<file path="config.mk">
export PLATFORM = sky130hd
export DESIGN_NAME = pci_arbiter
export DESIGN_NICKNAME = d
export VERILOG_FILES = /design/src/rtl/arb_pkg.sv /design/src/rtl/arb_datapath.sv /design/src/rtl/arb_ctrl.sv /design/src/rtl/pci_arbiter.sv
export SDC_FILE = /design/constraint.sdc
export NUM_CORES = 1
export LEC_CHECK = 0
export BUFFER_PORTS_ARGS = -buffer_cell sky130_fd_sc_hd__buf_2
export CORE_MARGIN = 2
export CORE_UTILIZATION = 35
export CTS_BUF_LIST = sky130_fd_sc_hd__clkbuf_16
export DETAILED_ROUTE_END_ITERATION = 8
export GPL_TIMING_DRIVEN = 0
export PLACE_DENSITY = 0.5
export SLEW_MARGIN = 30
export SYNTH_ARGS = -nofsm -noshare
export SYNTH_HDL_FRONTEND = slang
export SYNTH_HIERARCHICAL = 1
export SYNTH_SLANG_ARGS = --single-unit
</file>
<file path="constraint.sdc">
create_clock -name clk -period 3.4 [get_ports clk]
set_input_delay 0 -clock clk [delete_from_list [all_inputs] [get_ports clk]]
set_output_delay 0 -clock clk [all_outputs]
set_load 0.02 [all_outputs]
</file>
<file path="src/rtl/arb_pkg.sv">
`timescale 1ns/1ps
package arb_pkg;
  // Strobes from the control to the datapath
  typedef struct packed {
    logic grantLoad;   // install picked winner as owner
    logic grantDrop;   // blank every grant for one clock
  } arbStrobe_t;
endpackage

</file>
<file path="src/rtl/arb_datapath.sv">
`timescale 1ns/1ps
module arb_datapath #(
  parameter int NUM_AGENTS = 4,
  parameter int PARK_AGENT = 0,
  parameter int IDLE_LIMIT = 16
) (
  input  logic                          clk,
  input  logic                          rst_n,
  input  logic [NUM_AGENTS-1:0]         req_n,
  input  logic                          frame_n,
  input  logic                          irdy_n,
  input  arb_pkg::arbStrobe_t           stb,
  output logic                          curValid,
  output logic [$clog2(NUM_AGENTS)-1:0] curIdx,
  output logic [$clog2(NUM_AGENTS)-1:0] winIdx,
  output logic                          ownerReq,
  output logic                          otherReq,
  output logic                          busIdle,
  output logic                          idleHit,
  output logic [NUM_AGENTS-1:0]         gnt_n
);
  localparam int IDX_W = $clog2(NUM_AGENTS);
  localparam int CNT_W = $clog2(IDLE_LIMIT + 1);
  localparam logic [CNT_W-1:0] CNT_TOP = CNT_W'(IDLE_LIMIT - 1);

  logic [NUM_AGENTS-1:0] reqVec;
  logic [NUM_AGENTS-1:0] gntVec;
  logic [IDX_W-1:0]      lastWin;
  logic [IDX_W-1:0]      ptr;
  logic [IDX_W-1:0]      cand;
  logic                  found;
  logic [CNT_W-1:0]      idleCnt;

  assign reqVec   = ~req_n;
  assign busIdle  = frame_n & irdy_n;
  assign ownerReq = curValid & reqVec[curIdx];
  assign gntVec   = curValid ? (NUM_AGENTS'(1) << curIdx) : '0;
  assign otherReq = curValid & (|(reqVec & ~gntVec));
  assign idleHit  = busIdle & (idleCnt == CNT_TOP);
  assign gnt_n    = ~gntVec;

  // rotation starts just after the agent holding lowest priority
  assign ptr = ownerReq ? curIdx : lastWin;

  always_comb begin
    winIdx = IDX_W'(PARK_AGENT);
    found  = 1'b0;
    cand   = '0;
    for (int k = 1; k <= NUM_AGENTS; k++) begin
      cand = IDX_W'((int'(ptr) + k) % NUM_AGENTS);
      if (!found && reqVec[cand]) begin
        winIdx = cand;
        found  = 1'b1;
      end
    end
  end

  always_ff @(posedge clk or negedge rst_n) begin
    if (!rst_n) begin
      curValid <= 1'b0;
      curIdx   <= IDX_W'(PARK_AGENT);
      lastWin  <= IDX_W'(PARK_AGENT);
      idleCnt  <= '0;
    end else if (stb.grantLoad) begin
      curValid <= 1'b1;
      curIdx   <= winIdx;
      if (reqVec[winIdx]) lastWin <= winIdx;
      idleCnt  <= '0;
    end else if (stb.grantDrop) begin
      curValid <= 1'b0;
      idleCnt  <= '0;
    end else begin
      if (ownerReq) lastWin <= curIdx;
      if (!busIdle)               idleCnt <= '0;
      else if (idleCnt != CNT_TOP) idleCnt <= idleCnt + 1'b1;
    end
  end

  // at most one grant driven at the pins
  a_r1_single_grant: assert property (@(posedge clk) disable iff (!rst_n)
    $onehot0(~gnt_n));

  // busy bus never sees a direct owner-to-owner handover
  a_r7_busy_gap: assert property (@(posedge clk) disable iff (!rst_n)
    (!busIdle && gntVec != '0) |=> (gntVec == '0 || gntVec == $past(gntVec)));
endmodule

</file>
<file path="src/rtl/arb_ctrl.sv">
`timescale 1ns/1ps
module arb_ctrl #(
  parameter int NUM_AGENTS = 4,
  parameter int PARK_AGENT = 0
) (
  input  logic                          clk,
  input  logic                          rst_n,
  input  logic [NUM_AGENTS-1:0]         req_n,
  input  logic                          curValid,
  input  logic [$clog2(NUM_AGENTS)-1:0] curIdx,
  input  logic [$clog2(NUM_AGENTS)-1:0] winIdx,
  input  logic                          ownerReq,
  input  logic                          otherReq,
  input  logic                          busIdle,
  input  logic                          idleHit,
  output arb_pkg::arbStrobe_t           stb
);
  localparam int IDX_W = $clog2(NUM_AGENTS);

  logic started;
  logic wantMove;

  always_ff @(posedge clk or negedge rst_n) begin
    if (!rst_n) started <= 1'b0;
    else        started <= 1'b1;
  end

  assign wantMove = (!ownerReq && winIdx != curIdx) || (ownerReq && idleHit && otherReq);

  always_comb begin
    stb = '0;
    if (started) begin
      if (!curValid)     stb.grantLoad = 1'b1;
      else if (wantMove) begin
        if (busIdle) stb.grantLoad = 1'b1;
        else         stb.grantDrop = 1'b1;
      end
    end
  end

  // one blank clock after reset release
  a_r2_blank_after_reset: assert property (@(posedge clk) disable iff (!rst_n)
    !started |=> !curValid);

  // from a blank grant with no requests, park on the default agent
  a_r3_park: assert property (@(posedge clk) disable iff (!rst_n)
    (started && !curValid && (&req_n)) |=> (curValid && curIdx == IDX_W'(PARK_AGENT)));

  // requesting owner keeps the grant short of the idle limit
  a_r5_hold: assert property (@(posedge clk) disable iff (!rst_n)
    (curValid && ownerReq && !idleHit) |=> (curValid && curIdx == $past(curIdx)));
endmodule

</file>
<file path="src/rtl/pci_arbiter.sv">
`timescale 1ns/1ps
module pci_arbiter #(
  parameter int NUM_AGENTS = 4,
  parameter int PARK_AGENT = 0,
  parameter int IDLE_LIMIT = 16
) (
  input  logic                  clk,
  input  logic                  rst_n,
  input  logic [NUM_AGENTS-1:0] req_n,
  input  logic                  frame_n,
  input  logic                  irdy_n,
  output logic [NUM_AGENTS-1:0] gnt_n
);
  localparam int IDX_W = $clog2(NUM_AGENTS);

  arb_pkg::arbStrobe_t stb;
  logic             curValid, ownerReq, otherReq, busIdle, idleHit;
  logic [IDX_W-1:0] curIdx, winIdx;

  arb_datapath #(.NUM_AGENTS(NUM_AGENTS), .PARK_AGENT(PARK_AGENT), .IDLE_LIMIT(IDLE_LIMIT)) u_dp (
    .clk(clk), .rst_n(rst_n), .req_n(req_n), .frame_n(frame_n), .irdy_n(irdy_n),
    .stb(stb), .curValid(curValid), .curIdx(curIdx), .winIdx(winIdx),
    .ownerReq(ownerReq), .otherReq(otherReq), .busIdle(busIdle), .idleHit(idleHit),
    .gnt_n(gnt_n)
  );

  arb_ctrl #(.NUM_AGENTS(NUM_AGENTS), .PARK_AGENT(PARK_AGENT)) u_ctrl (
    .clk(clk), .rst_n(rst_n), .req_n(req_n), .curValid(curValid), .curIdx(curIdx),
    .winIdx(winIdx), .ownerReq(ownerReq), .otherReq(otherReq), .busIdle(busIdle),
    .idleHit(idleHit), .stb(stb)
  );
endmodule

</file>
; ---- Yosys cells after proc, flatten, opt, wreduce, memory -nomap -nowiden
; Cells that the tools add are included.
[classes]
addsub = 5
magnitude_cmp = 6
n_eq_ne = 6
shifts = 1
mux = 36
bitwise_logic = 7
reduce_logical = 14
[op_table]
columns = operator, count
row1 = 2-bit two-way mux, 10
row2 = 5-bit two-way mux, 4
row3 = 2-bit by 3-bit less-than comparator with 1-bit output (second input constant), 6
row4 = 1-bit two-way mux, 15
row5 = 1-bit binary-select mux with 2-bit select, 6
row6 = 4-bit NOT, 2
row7 = 1-bit logical AND, 6
row8 = 5-bit by 1-bit adder with 5-bit output (second input constant), 1
row9 = 5-bit by 4-bit equality test with 1-bit output (second input constant), 1
row10 = 5-bit by 4-bit inequality test with 1-bit output (second input constant), 1
row11 = 2-bit by 1-bit adder with 2-bit output (second input constant), 2
row12 = 2-bit adder (second input constant), 2
row13 = 1-bit bitwise AND, 4
row14 = 4-bit bitwise AND, 1
row15 = 1-bit logical NOT, 4
row16 = 4-bit two-way mux, 1
row17 = 2-bit by 1-bit inequality test with 1-bit output (second input constant), 2
row18 = 4-bit inequality test (second input constant), 1
row19 = 4-bit OR reduction, 1
row20 = 1-bit by 2-bit << shifter with 4-bit output (first input constant), 1
row21 = 2-bit inequality test, 1
row22 = 2-bit AND reduction, 1
row23 = 2-bit nonzero test, 1
row24 = 1-bit logical OR, 1
[totals]
ff_bits = 11
in_bits = 8
out_inout_bits = 4

; ---- Depth between registers and ports, before layout
; Gate-level depths: netlist (run 1).
[depth]
ltp_word = 26
depth_mapped = 15
ltp_nobuf = 14

; ---- Modules after synthesis
; The synthesis (run 1) kept the hierarchy.
[modules_own_cells]
columns = mod, n_inst, cells_each, area_each_um2
row1 = arb_datapath, 1, 95, 813.3
row2 = arb_ctrl, 1, 10, 93.8

; ---- Worst setup path after synthesis (run 1)
; No wires, ideal clock.
[synth_timing]
kind = reg-to-reg
from = reg u_dp.curIdx[1]
to = reg u_dp.lastWin[0]
arrival_time_ns = 2.750
path_slack_ns = 0.516
stages_incl_launch_ff = 16
n_path_buf = 1
cell_sequence = dfrtp_1 -> buf_6 -> mux2_4 -> a211oi_2 -> a21o_2 -> a211oi_1 -> a2111oi_4 -> inv_1 -> xor2_1 -> o311ai_2 -> o22ai_1 -> inv_1 -> nand3_1 -> o31ai_1 -> a21oi_1 -> o21ai_0
[synth_lines]
columns = item, line_no
row1 = "start, declared", arb_datapath.sv:14  ; output logic [$clog2(NUM_AGENTS)-1:0] curIdx,
row2 = "start signal, assigned", arb_datapath.sv:61  ; curIdx <= IDX_W'(PARK_AGENT);
row3 = "start signal, assigned", arb_datapath.sv:66  ; curIdx <= winIdx;
row4 = "end signal, assigned", arb_datapath.sv:62  ; lastWin <= IDX_W'(PARK_AGENT);
row5 = "end signal, assigned", arb_datapath.sv:67  ; if (reqVec[winIdx]) lastWin <= winIdx;
row6 = "end signal, assigned", arb_datapath.sv:73  ; if (ownerReq) lastWin <= curIdx;
row7 = "end, declared", arb_datapath.sv:28  ; logic [IDX_W-1:0] lastWin;

==> reports/summary.txt, run 1 <==
Final Max Tran Viols: 0
Average wire per standard cell: 13.86 um
Clk Tree Root Cell: clkbuf_16
CP Capture Type: flop
Seq cells post-synth: 11
Setup Viol. Count Final: 0
Most used cell, CP: nor2_1
RePlAce Congestion: 0.7833
Post-synth EDFFs: 0
Status: complete, no violations
Initial Utilization: 36.62%
Crit-path cells: buf_6, mux2_4, a211oi_2, a21o_2, a211oi_1, a2111oi_4, inv_1, xor2_1, o311ai_2, buf_4, nor3b_4, nor2_1, nand2_1, nor2_1
Ant. Diodes: 0
Yosys warnings: 6
Die area: 3015 sq um
Asr flop ratio synth: 100.0%
Max clock buf depth: 2
First-pass detailed-route iteration total: 4
H-tree Lvls: 1
Largest net degree at the start of global routing: 12
Kind of critical path: flop to flop
Delay-heaviest family, CP: compound AO/OA/AOI/OAI gates
Crit-path max FO: 10
Sink Count: 11
Startpoint Class: flop
Total power: 0.0009933 W
Final wirelength: 2120 um
Synthesized cell area: 907.1 sq um
Max_cap viols: 0
Tcrit/Tclk final: 94.72%
Syn_nets: 115
Total grt overflow: 0
Largest stage delay, worst path: 0.39 ns
Crit path arrival time: 3.39 ns
Fin crit period: 3.220 ns
Vias in the first global route: 714
Synth cell types: 45
# rows: 18
Slowest cell on the critical path: dfrtp_1
DP HPWL: 1525 um
Top_reg_cell synth: dfrtp_1
Final hold violation count: 0
First-pass GRT wire length: 3284 um
Clock skew: 0.002050 ns
Layout cells sized above 1: 26.83%
Post-route setup TNS: 0 ns
CP bufs+invs: 3
Syn Area/Cell: 8.639 sq um
DRT antenna net count: 0
Io pins: 12
Overall Global Routing Usage: 15.72%
WP data required: 3.57 ns
Clock slew at reported path FFs: 0.04 ns
CTS tree: yes
Via density: 5.307
Core Area: 2477 sq um
Min-Delay Path Class: primary input to async pin
TritonCTS buffer count: 3
Cell count after synthesis: 105
Drt initial violations: 28
Vias: 812
Die X: 54.91 um
Final nets: 134
DRC viols: 0
Port Buffers: 9
Total power density per cell area: 881.1 nW/um^2
Die Y: 54.91 um
Synthesis-to-finish area growth: 24.28%
Peak Freq: 0.3105 GHz
Sequential share of the synthesized area: 30.34%
Clk Latency, worst-skew pair: 0.24 ns
Initial antenna violation count: 0
Static leakage: 0.5099 nW
Unrepaired setup endpoints after global routing: false
Peak supply drop: 0.0005164 V
metrics by stage:
stage                     cell area [sq um]  worst slack, ns  hold WS [ns]  utilization (%)  std cells
final                                  1127           0.1797        0.1616            45.51        153
after global routing                   1127         0.001695        0.1968            45.51        153
after CTS                              1080          0.07407        0.1665            43.59        149
after global placement                989.7           0.1512       -0.1188            39.95        144
after floorplan                       907.1           0.5165       -0.2956                -        105
after detailed placement              989.7           0.1204       -0.1151            39.95        144
synth_stat cells (2+ instances only):
library cell | number | area [sq um]
nand3_1 | 4 | 20.02
ha_1 | 2 | 25.02
inv_1 | 10 | 37.54
and3_1 | 2 | 12.51
nand2b_1 | 4 | 25.02
mux2i_1 | 4 | 40.04
dfrtp_1 | 11 | 275.3
nor3b_1 | 2 | 15.01
o21ai_0 | 4 | 20.02
buf_2 | 2 | 10.01
clkbuf_1 | 2 | 7.510
nor2b_1 | 2 | 12.51
xor2_1 | 4 | 35.03
a21oi_1 | 5 | 25.02
nand2_1 | 9 | 33.78
nor2_1 | 9 | 33.78
area by class of cell:
| cell class | count | area [sq um] |
|---|---|---|
| clock buffer | 3 | 75.07 |
| buffer | 5 | 28.78 |
| tap | 30 | 37.54 |
| timing repair buffer | 14 | 85.08 |
| inverter | 10 | 37.54 |
| fill | 258 | 1350 |
| sequential | 11 | 275.3 |
| multi-input combinational | 79 | 583.1 |
| clock inverter | 1 | 5.005 |
state kept, by name, indices dropped and copies added (netlist names):
name            flops
u_ctrl/started      1
u_dp/idleCnt        5
u_dp/curIdx         2
u_dp/curValid       1
u_dp/lastWin        2
final timing paths:
path | from | endpoint | slack (ns) | cells past startpoint
worst max-delay path | u_dp/curIdx[1] | u_dp/idleCnt[0] | 0.18 | 14
worst min-delay path | rst_n | u_dp/idleCnt[1] | 0.16 | 2
worst max register to register | u_dp/curIdx[1] | u_dp/idleCnt[0] | 0.18 | 14
worst min register to register | u_dp/idleCnt[4] | u_dp/idleCnt[4] | 0.51 | 2
max in group asynchronous | rst_n | u_dp/idleCnt[2] | 3.03 | 2
min in group clk | req_n[3] | u_dp/lastWin[1] | 0.22 | 3
report_power, final:
part	internal [W]	switching [W]	total (W)
clock network	0.000156	0.0000600	0.000216
logic	0.000261	0.000308	0.000569
registers	0.000167	0.0000411	0.000208
repair_timing:
| item | in CTS | in global routing |
|---|---|---|
| hold endpoints to repair | 11 | 0 |
| buffers inserted | 0 | 4 |
| hold buffers | 1 | 0 |
| setup endpoints to repair | 0 | 1 |
| resized for setup | 0 | 3 |
layout by cell type, fill, tap and decap left out, types with 3 or more instances in the layout:
cell / instances
a21oi_1: 5
buf_2: 11
buf_4: 4
clkbuf_16: 3
dfrtp_1: 11
inv_1: 10
mux2i_1: 4
nand2_1: 9
nand2b_1: 4
nand3_1: 4
nor2_1: 9
o21ai_0: 4
xor2_1: 4
layer usage:
metal / up-vias / wire length, um / GRT usage (%)
li1: 402 / - / -
met1: 388 / 981 / 20.74
met2: 20 / 1017 / 24.01
met3: 2 / 105 / 5.645
met4: 0 / 15 / 4.878
met5: - / 0 / 0
cells by family after synthesis:
| logic type | after synthesis | synth area share (%) |
|---|---|---|
| and+or+nand+nor | 40 | 23.31 |
| AOI/OAI and AO/OA | 25 | 23.73 |
| buffers and inverters | 15 | 7.311 |
| DFF | 11 | 30.34 |
| muxes | 6 | 7.310 |
| xor gates and xnor gates | 5 | 4.827 |
| adders and majority gates | 2 | 2.758 |
| other | 1 | 0.4134 |
Power figures use the tool's default switching activity.
==> run 2: changes to the inputs <==
--- a/config.mk
+++ b/config.mk
@@ -11,7 +11,7 @@
 export CTS_BUF_LIST = sky130_fd_sc_hd__clkbuf_16
 export DETAILED_ROUTE_END_ITERATION = 8
 export GPL_TIMING_DRIVEN = 0
-export PLACE_DENSITY = 0.5
+export PLACE_DENSITY = 0.52
 export SLEW_MARGIN = 30
 export SYNTH_ARGS = -nofsm -noshare
 export SYNTH_HDL_FRONTEND = slang
==> constraint.sdc (replaced) <==
create_clock -name clk -period 2.9 [get_ports clk]
set_input_delay 0 -clock clk [delete_from_list [all_inputs] [get_ports clk]]
set_output_delay 0 -clock clk [all_outputs]
set_load 0.02 [all_outputs]
==> run 2 against run 1 <==
Effect of this change: the flow now finishes with violations (setup timing); critical path type unchanged; clock skew is 0.0016 ns lower; first-iteration DRC count grew 46%; maximum frequency up 4.5%; critical path depth shrank 2.
==> reports/summary.txt, run 2 (synthesis results as in run 1) <==
CTS tree: yes
Initial Utilization: 36.62%
Overall Global Routing Usage: 15.58%
Biggest regs: u_dp/idleCnt: 5 flops, u_dp/curIdx: 2 flops, u_dp/lastWin: 2 flops
Seq pwr share: 18.9%
WP data required: 3.02 ns
Filler cells: 248
Largest net degree at the start of global routing: 12
Layout cells sized above 1: 39.06%
Failing checks: setup timing
Register area: 276.5 sq um
Max_cap viols: 0
First-pass detailed-route iteration total: 4
Startpoint Class: flop
Die Y: 54.91 um
Final nets: 139
Crit-path max FO: 6
Total power: 0.001312 W
Final Util: 49.75%
Peak supply drop: 0.0005134 V
Drt initial violations: 41
Hold Slack: 0.1630 ns
Core Area: 2477 sq um
Final instance area: 1232 sq um
RePlAce Congestion: 0.7529
Max reg flops: 5
Peak Freq: 0.3244 GHz
H-tree Lvls: 1
Die area: 3015 sq um
Reg with most FFs: u_dp/idleCnt
Setup Viol. Count Final: 9
First-pass GRT wire length: 3374 um
Int Pwr: 0.0007731 W
Total grt overflow: 0
Final wirelength: 2143 um
Sw Ratio: 41.06%
Port Buffers: 9
TritonCTS buffer count: 3
Min-Delay Path Class: primary input to async pin
Final Max Tran Viols: 0
Initial antenna violation count: 0
CP Capture Type: flop
DP HPWL: 1481 um
Clock slew at reported path FFs: 0.04 ns
Fin crit period: 3.082 ns
Power share of the clock group: 18.9%
Via density: 5.222
Clk Tree Root Cell: clkbuf_16
Die X: 54.91 um
Clk Latency, worst-skew pair: 0.23 ns
Synthesis-to-finish area growth: 35.86%
Sink Count: 11
Commonest non-fill, non-tap cells in the layout: buf_2 (10), dfrtp_1 (10), inv_1 (9), buf_4 (9), nand2_1 (7)
Kind of critical path: flop to flop
Total power density per cell area: 1064 nW/um^2
Final hold violation count: 0
Vias in the first global route: 783
Post-route setup TNS: -0.8855 ns
Ant. Diodes: 0
Max clock buf depth: 2
DRT antenna net count: 0
Multi-input logic area: 643.1 sq um
Vias: 825
DRC viols: 0
Crit path arrival time: 3.20 ns
# rows: 18
P_sw: 0.0005386 W
Tcrit/Tclk final: 106.3%
Unrepaired setup endpoints after global routing: true
Gate power share: 62.3%
Average wire per standard cell: 13.56 um
Status: complete, but fails checks
Setup WS post-layout: -0.1823 ns
Area after DPL: 989.7 sq um
Io pins: 12
Static leakage: 0.5453 nW
Clock skew: 0.0004790 ns
==> run 2: cell count changes in the layout (fill, tap and decap cells not counted), moves of 2 or more <==
cell	change
buf_4	+5
nor2_2	+3
nor2_1	-4
a211oi_4	+2
nand2_2	+2
nand2_1	-2
==> run 2: layout make-up <==
cell class,instances,area share [%]
clock inverter,1,0.4061
inverter,10,3.046
tap,30,3.046
clock buffer,3,6.091
sequential,11,22.44
timing repair buffer,19,10.25
buffer,5,2.538
multi-input combinational,79,52.18
==> run 2: what timing repair did <==
item / in CTS / in global routing
setup endpoints to repair: 9 / 10
hold buffers: 1 / 0
gates resized for setup: 10 / 12
endpoints found under the hold margin: 11 / 0
setup buffers: 5 / 4
pin swaps: 8 / 9
==> run 2: worst max-delay path, stage by stage, from the launching register on <==
cell       delay, ns
dfrtp_1         0.38
buf_6           0.14
mux2_4          0.32
a211oi_4        0.28
a21o_4          0.19
a211oi_4        0.07
a2111oi_4       0.33
inv_1           0.09
xor2_1          0.16
o311ai_2        0.37
o22ai_2         0.21
buf_6           0.17
mux2_2          0.26
==> run 2: worst paths after layout <==
| check | startpoint | end | slack, ns | cells past startpoint |
|---|---|---|---|---|
| max | u_dp/curIdx[1] | u_dp/curIdx[1] | -0.18 | 12 |
| max reg2reg | u_dp/curIdx[1] | u_dp/curIdx[1] | -0.18 | 12 |
| min reg2reg | u_dp/idleCnt[4] | u_dp/idleCnt[4] | 0.52 | 2 |
| max in group asynchronous | rst_n | u_dp/curIdx[0] | 2.52 | 2 |
| min in group clk | req_n[3] | u_dp/lastWin[1] | 0.23 | 3 |
| min | rst_n | u_dp/idleCnt[4] | 0.16 | 2 |
==> run 2: routing by layer <==
metal / routed length, um / GRT usage, % / up-vias
met1: 901 / 17.65 / 391
met5: 0 / 0 / -
met3: 55 / 1.613 / 6
li1: - / - / 412
met4: 59 / 6.504 / 0
met2: 1127 / 29.37 / 16
==> run 2: power groups by stage <==
stage | clock network, W | logic, W | registers [W]
after global routing | 0.000264 | 0.000894 | 0.000253
after detailed placement | 0 | 0.000603 | 0.000241
after global placement | 0 | 0.000603 | 0.000241
after CTS | 0.000255 | 0.000700 | 0.000244
after floorplan | 0 | 0.000492 | 0.000231
final | 0.000247 | 0.000817 | 0.000248
==> run 2: metrics by stage <==
stage / worst slack, ns / instances
final: -0.1823 / 158
after global placement: -0.3743 / 144
after detailed placement: -0.3661 / 144
after floorplan: 0.01648 / 105
after CTS: -0.07114 / 154
after global routing: -0.2654 / 158
==> run 3: changes to the inputs <==
--- a/config.mk
+++ b/config.mk
@@ -7,11 +7,12 @@
 export LEC_CHECK = 0
 export BUFFER_PORTS_ARGS = -buffer_cell sky130_fd_sc_hd__buf_2
 export CORE_MARGIN = 2
-export CORE_UTILIZATION = 35
+export CORE_UTILIZATION = 40
 export CTS_BUF_LIST = sky130_fd_sc_hd__clkbuf_16
 export DETAILED_ROUTE_END_ITERATION = 8
+export GPL_ROUTABILITY_DRIVEN = 0
 export GPL_TIMING_DRIVEN = 0
-export PLACE_DENSITY = 0.52
+export PLACE_DENSITY = 0.58
 export SLEW_MARGIN = 30
 export SYNTH_ARGS = -nofsm -noshare
 export SYNTH_HDL_FRONTEND = slang
==> constraint.sdc (replaced) <==
create_clock -name clk -period 2.9 [get_ports clk]
set_input_delay 0.29 -clock clk [delete_from_list [all_inputs] [get_ports clk]]
set_output_delay 0.29 -clock clk [all_outputs]
set_load 0.02 [all_outputs]
==> run 3 against run 2 <==
Effect of this change: the run still ends with setup timing left; register-to-register slack gained 0.098 ns; combinational power shrank 8.0%; non-clock buffer count shrank 1; final cell count shrank 1.9%; wire length shrank 6.9%; first-iteration DRC count shrank 83%; largest cell class unchanged; highest routed layer unchanged.
==> reports/summary.txt, run 3 (synthesis results as in run 1) <==
Status: complete, but fails checks
Failing checks: setup timing
Final hold violation count: 0
Die X: 51.62 um
Min-Delay Path Class: primary input to async pin
Drt initial violations: 7
Die Y: 51.62 um
Vias: 811
Reg2Reg Depth: 12
Io pins: 12
Clk Latency, worst-skew pair: 0.24 ns
Setup WS post-layout: -0.08384 ns
First-pass detailed-route iteration total: 4
Total grt overflow: 0
Via density: 5.232
Max_cap viols: 0
Reg with most FFs: u_dp/idleCnt
Finished Layout Cells: 155
Crit Reg-Reg Endpoint: u_dp/curIdx[1]
Final wirelength: 1995 um
Startpoint Class: flop
TritonCTS buffer count: 3
Initial Utilization: 41.81%
First-pass GRT wire length: 3463 um
Commonest non-fill, non-tap cells in the layout: inv_1 (10), buf_2 (10), dfrtp_1 (10)
Largest net degree at the start of global routing: 12
WP data required: 3.02 ns
Kind of critical path: flop to flop
Average wire per standard cell: 12.87 um
Crit path launch: u_dp/curIdx[1]
Tcrit/Tclk final: 102.9%
Peak supply drop: 0.0005444 V
Synthesis-to-finish area growth: 31.17%
Total power density per cell area: 1043 nW/um^2
Overall Global Routing Usage: 17.45%
Multi-input logic area: 615.6 sq um
Max clock buf depth: 2
Critical Path Sink: u_dp/curIdx[1]
Die area: 2665 sq um
Critical R2R Launch: u_dp/curIdx[1]
Hold Slack: 0.4555 ns
DRC viols: 0
H-tree Lvls: 1
Fin crit period: 2.984 ns
Total power: 0.001241 W
Clock slew at reported path FFs: 0.04 ns
Peak Freq: 0.3351 GHz
Final nets: 138
Biggest regs: u_dp/idleCnt: 5 flops, u_dp/curIdx: 2 flops, u_dp/lastWin: 2 flops
Crit path arrival time: 3.10 ns
Final Max Tran Viols: 0
CTS tree: yes
Crit-path max FO: 8
Register area: 276.5 sq um
Core Area: 2170 sq um
Setup Viol. Count Final: 2
Layout cells sized above 1: 36.22%
Static leakage: 0.5360 nW
Post-route setup TNS: -0.1029 ns
Clk Tree Root Cell: clkbuf_16
Clock skew: 0.001209 ns
Sink Count: 11
Filler cells: 212
Final Util: 54.84%
Unrepaired setup endpoints after global routing: true
CP Capture Type: flop
DRT antenna net count: 0
Initial antenna violation count: 0
DP HPWL: 1404 um
Port Buffers: 9
# rows: 17
Placed Cells: 142
Vias in the first global route: 810
Ant. Diodes: 0
Max reg flops: 5
Reg-to-reg setup timing slack: -0.08 ns
==> run 3: changes by cell type in the layout (fill, tap and decap cells not counted), sizes merged <==
cell | before | now
clkinv | 1 | 0
inv | 10 | 11
buf | 21 | 20
==> run 3: worst min-delay path by stage <==
stage	slack [ns]	cells after the start	start	end
2_1_floorplan	-0.006	0	rst_n	u_ctrl/started
3_3_place_gp	0.17	1	rst_n	u_ctrl/started
3_5_place_dp	0.18	1	rst_n	u_dp/idleCnt[4]
4_1_cts	0.46	2	rst_n	u_dp/idleCnt[3]
5_1_grt	0.49	2	rst_n	u_dp/curIdx[1]
6_report	0.46	2	rst_n	u_dp/curIdx[1]
==> run 3: per-stage QoR <==
step           area (sq um)  worst slack, ns
6_report               1190         -0.08384
3_3_place_gp          987.2          -0.3672
4_1_cts                1159          -0.1145
5_1_grt                1190          -0.2278
2_1_floorplan         907.1          0.01648
3_5_place_dp          987.2          -0.4041
==> run 3: layout make-up <==
cell class                 count  area share [%]
buffer                         5           2.629
clock buffer                   3           6.309
clock inverter                 1          0.3155
inverter                      10           3.155
multi-input combinational     79           51.74
sequential                    11           23.24
tap                           28           2.944
timing repair buffer          18           9.674
==> run 3: where the power goes <==
part | switching, W | internal, W
clock network | 0.0000655 | 0.000181
logic | 0.000392 | 0.000360
registers | 0.0000458 | 0.000197
==> run 3: repair_timing <==
item / in CTS / in global routing
endpoints found under the setup margin: 10 / 10
hold endpoints to repair: 11 / 0
setup buffers: 5 / 3
hold buffers: 1 / 0
gates resized for setup: 12 / 5
pin swaps: 12 / 4
==> run 3: critical path, cell delays in order, from the launching register on <==
cell	delay [ns]
dfrtp_1	0.38
buf_6	0.14
mux2_4	0.32
a211oi_4	0.23
a21o_2	0.20
a21oi_2	0.07
a2111oi_4	0.34
inv_1	0.09
xor2_1	0.16
o311ai_2	0.32
o22ai_2	0.17
buf_4	0.18
mux2_2	0.26
==> run 3: metal layers <==
| metal | global-route usage (%) | share of wire (%) | vias up |
|---|---|---|---|
| met5 | 0 | 0 | - |
| met3 | 3.736 | 2.1 | 4 |
| li1 | - | - | 411 |
| met4 | 8.333 | 1.3 | 0 |
| met2 | 29.91 | 51 | 13 |
| met1 | 20.61 | 45 | 383 |
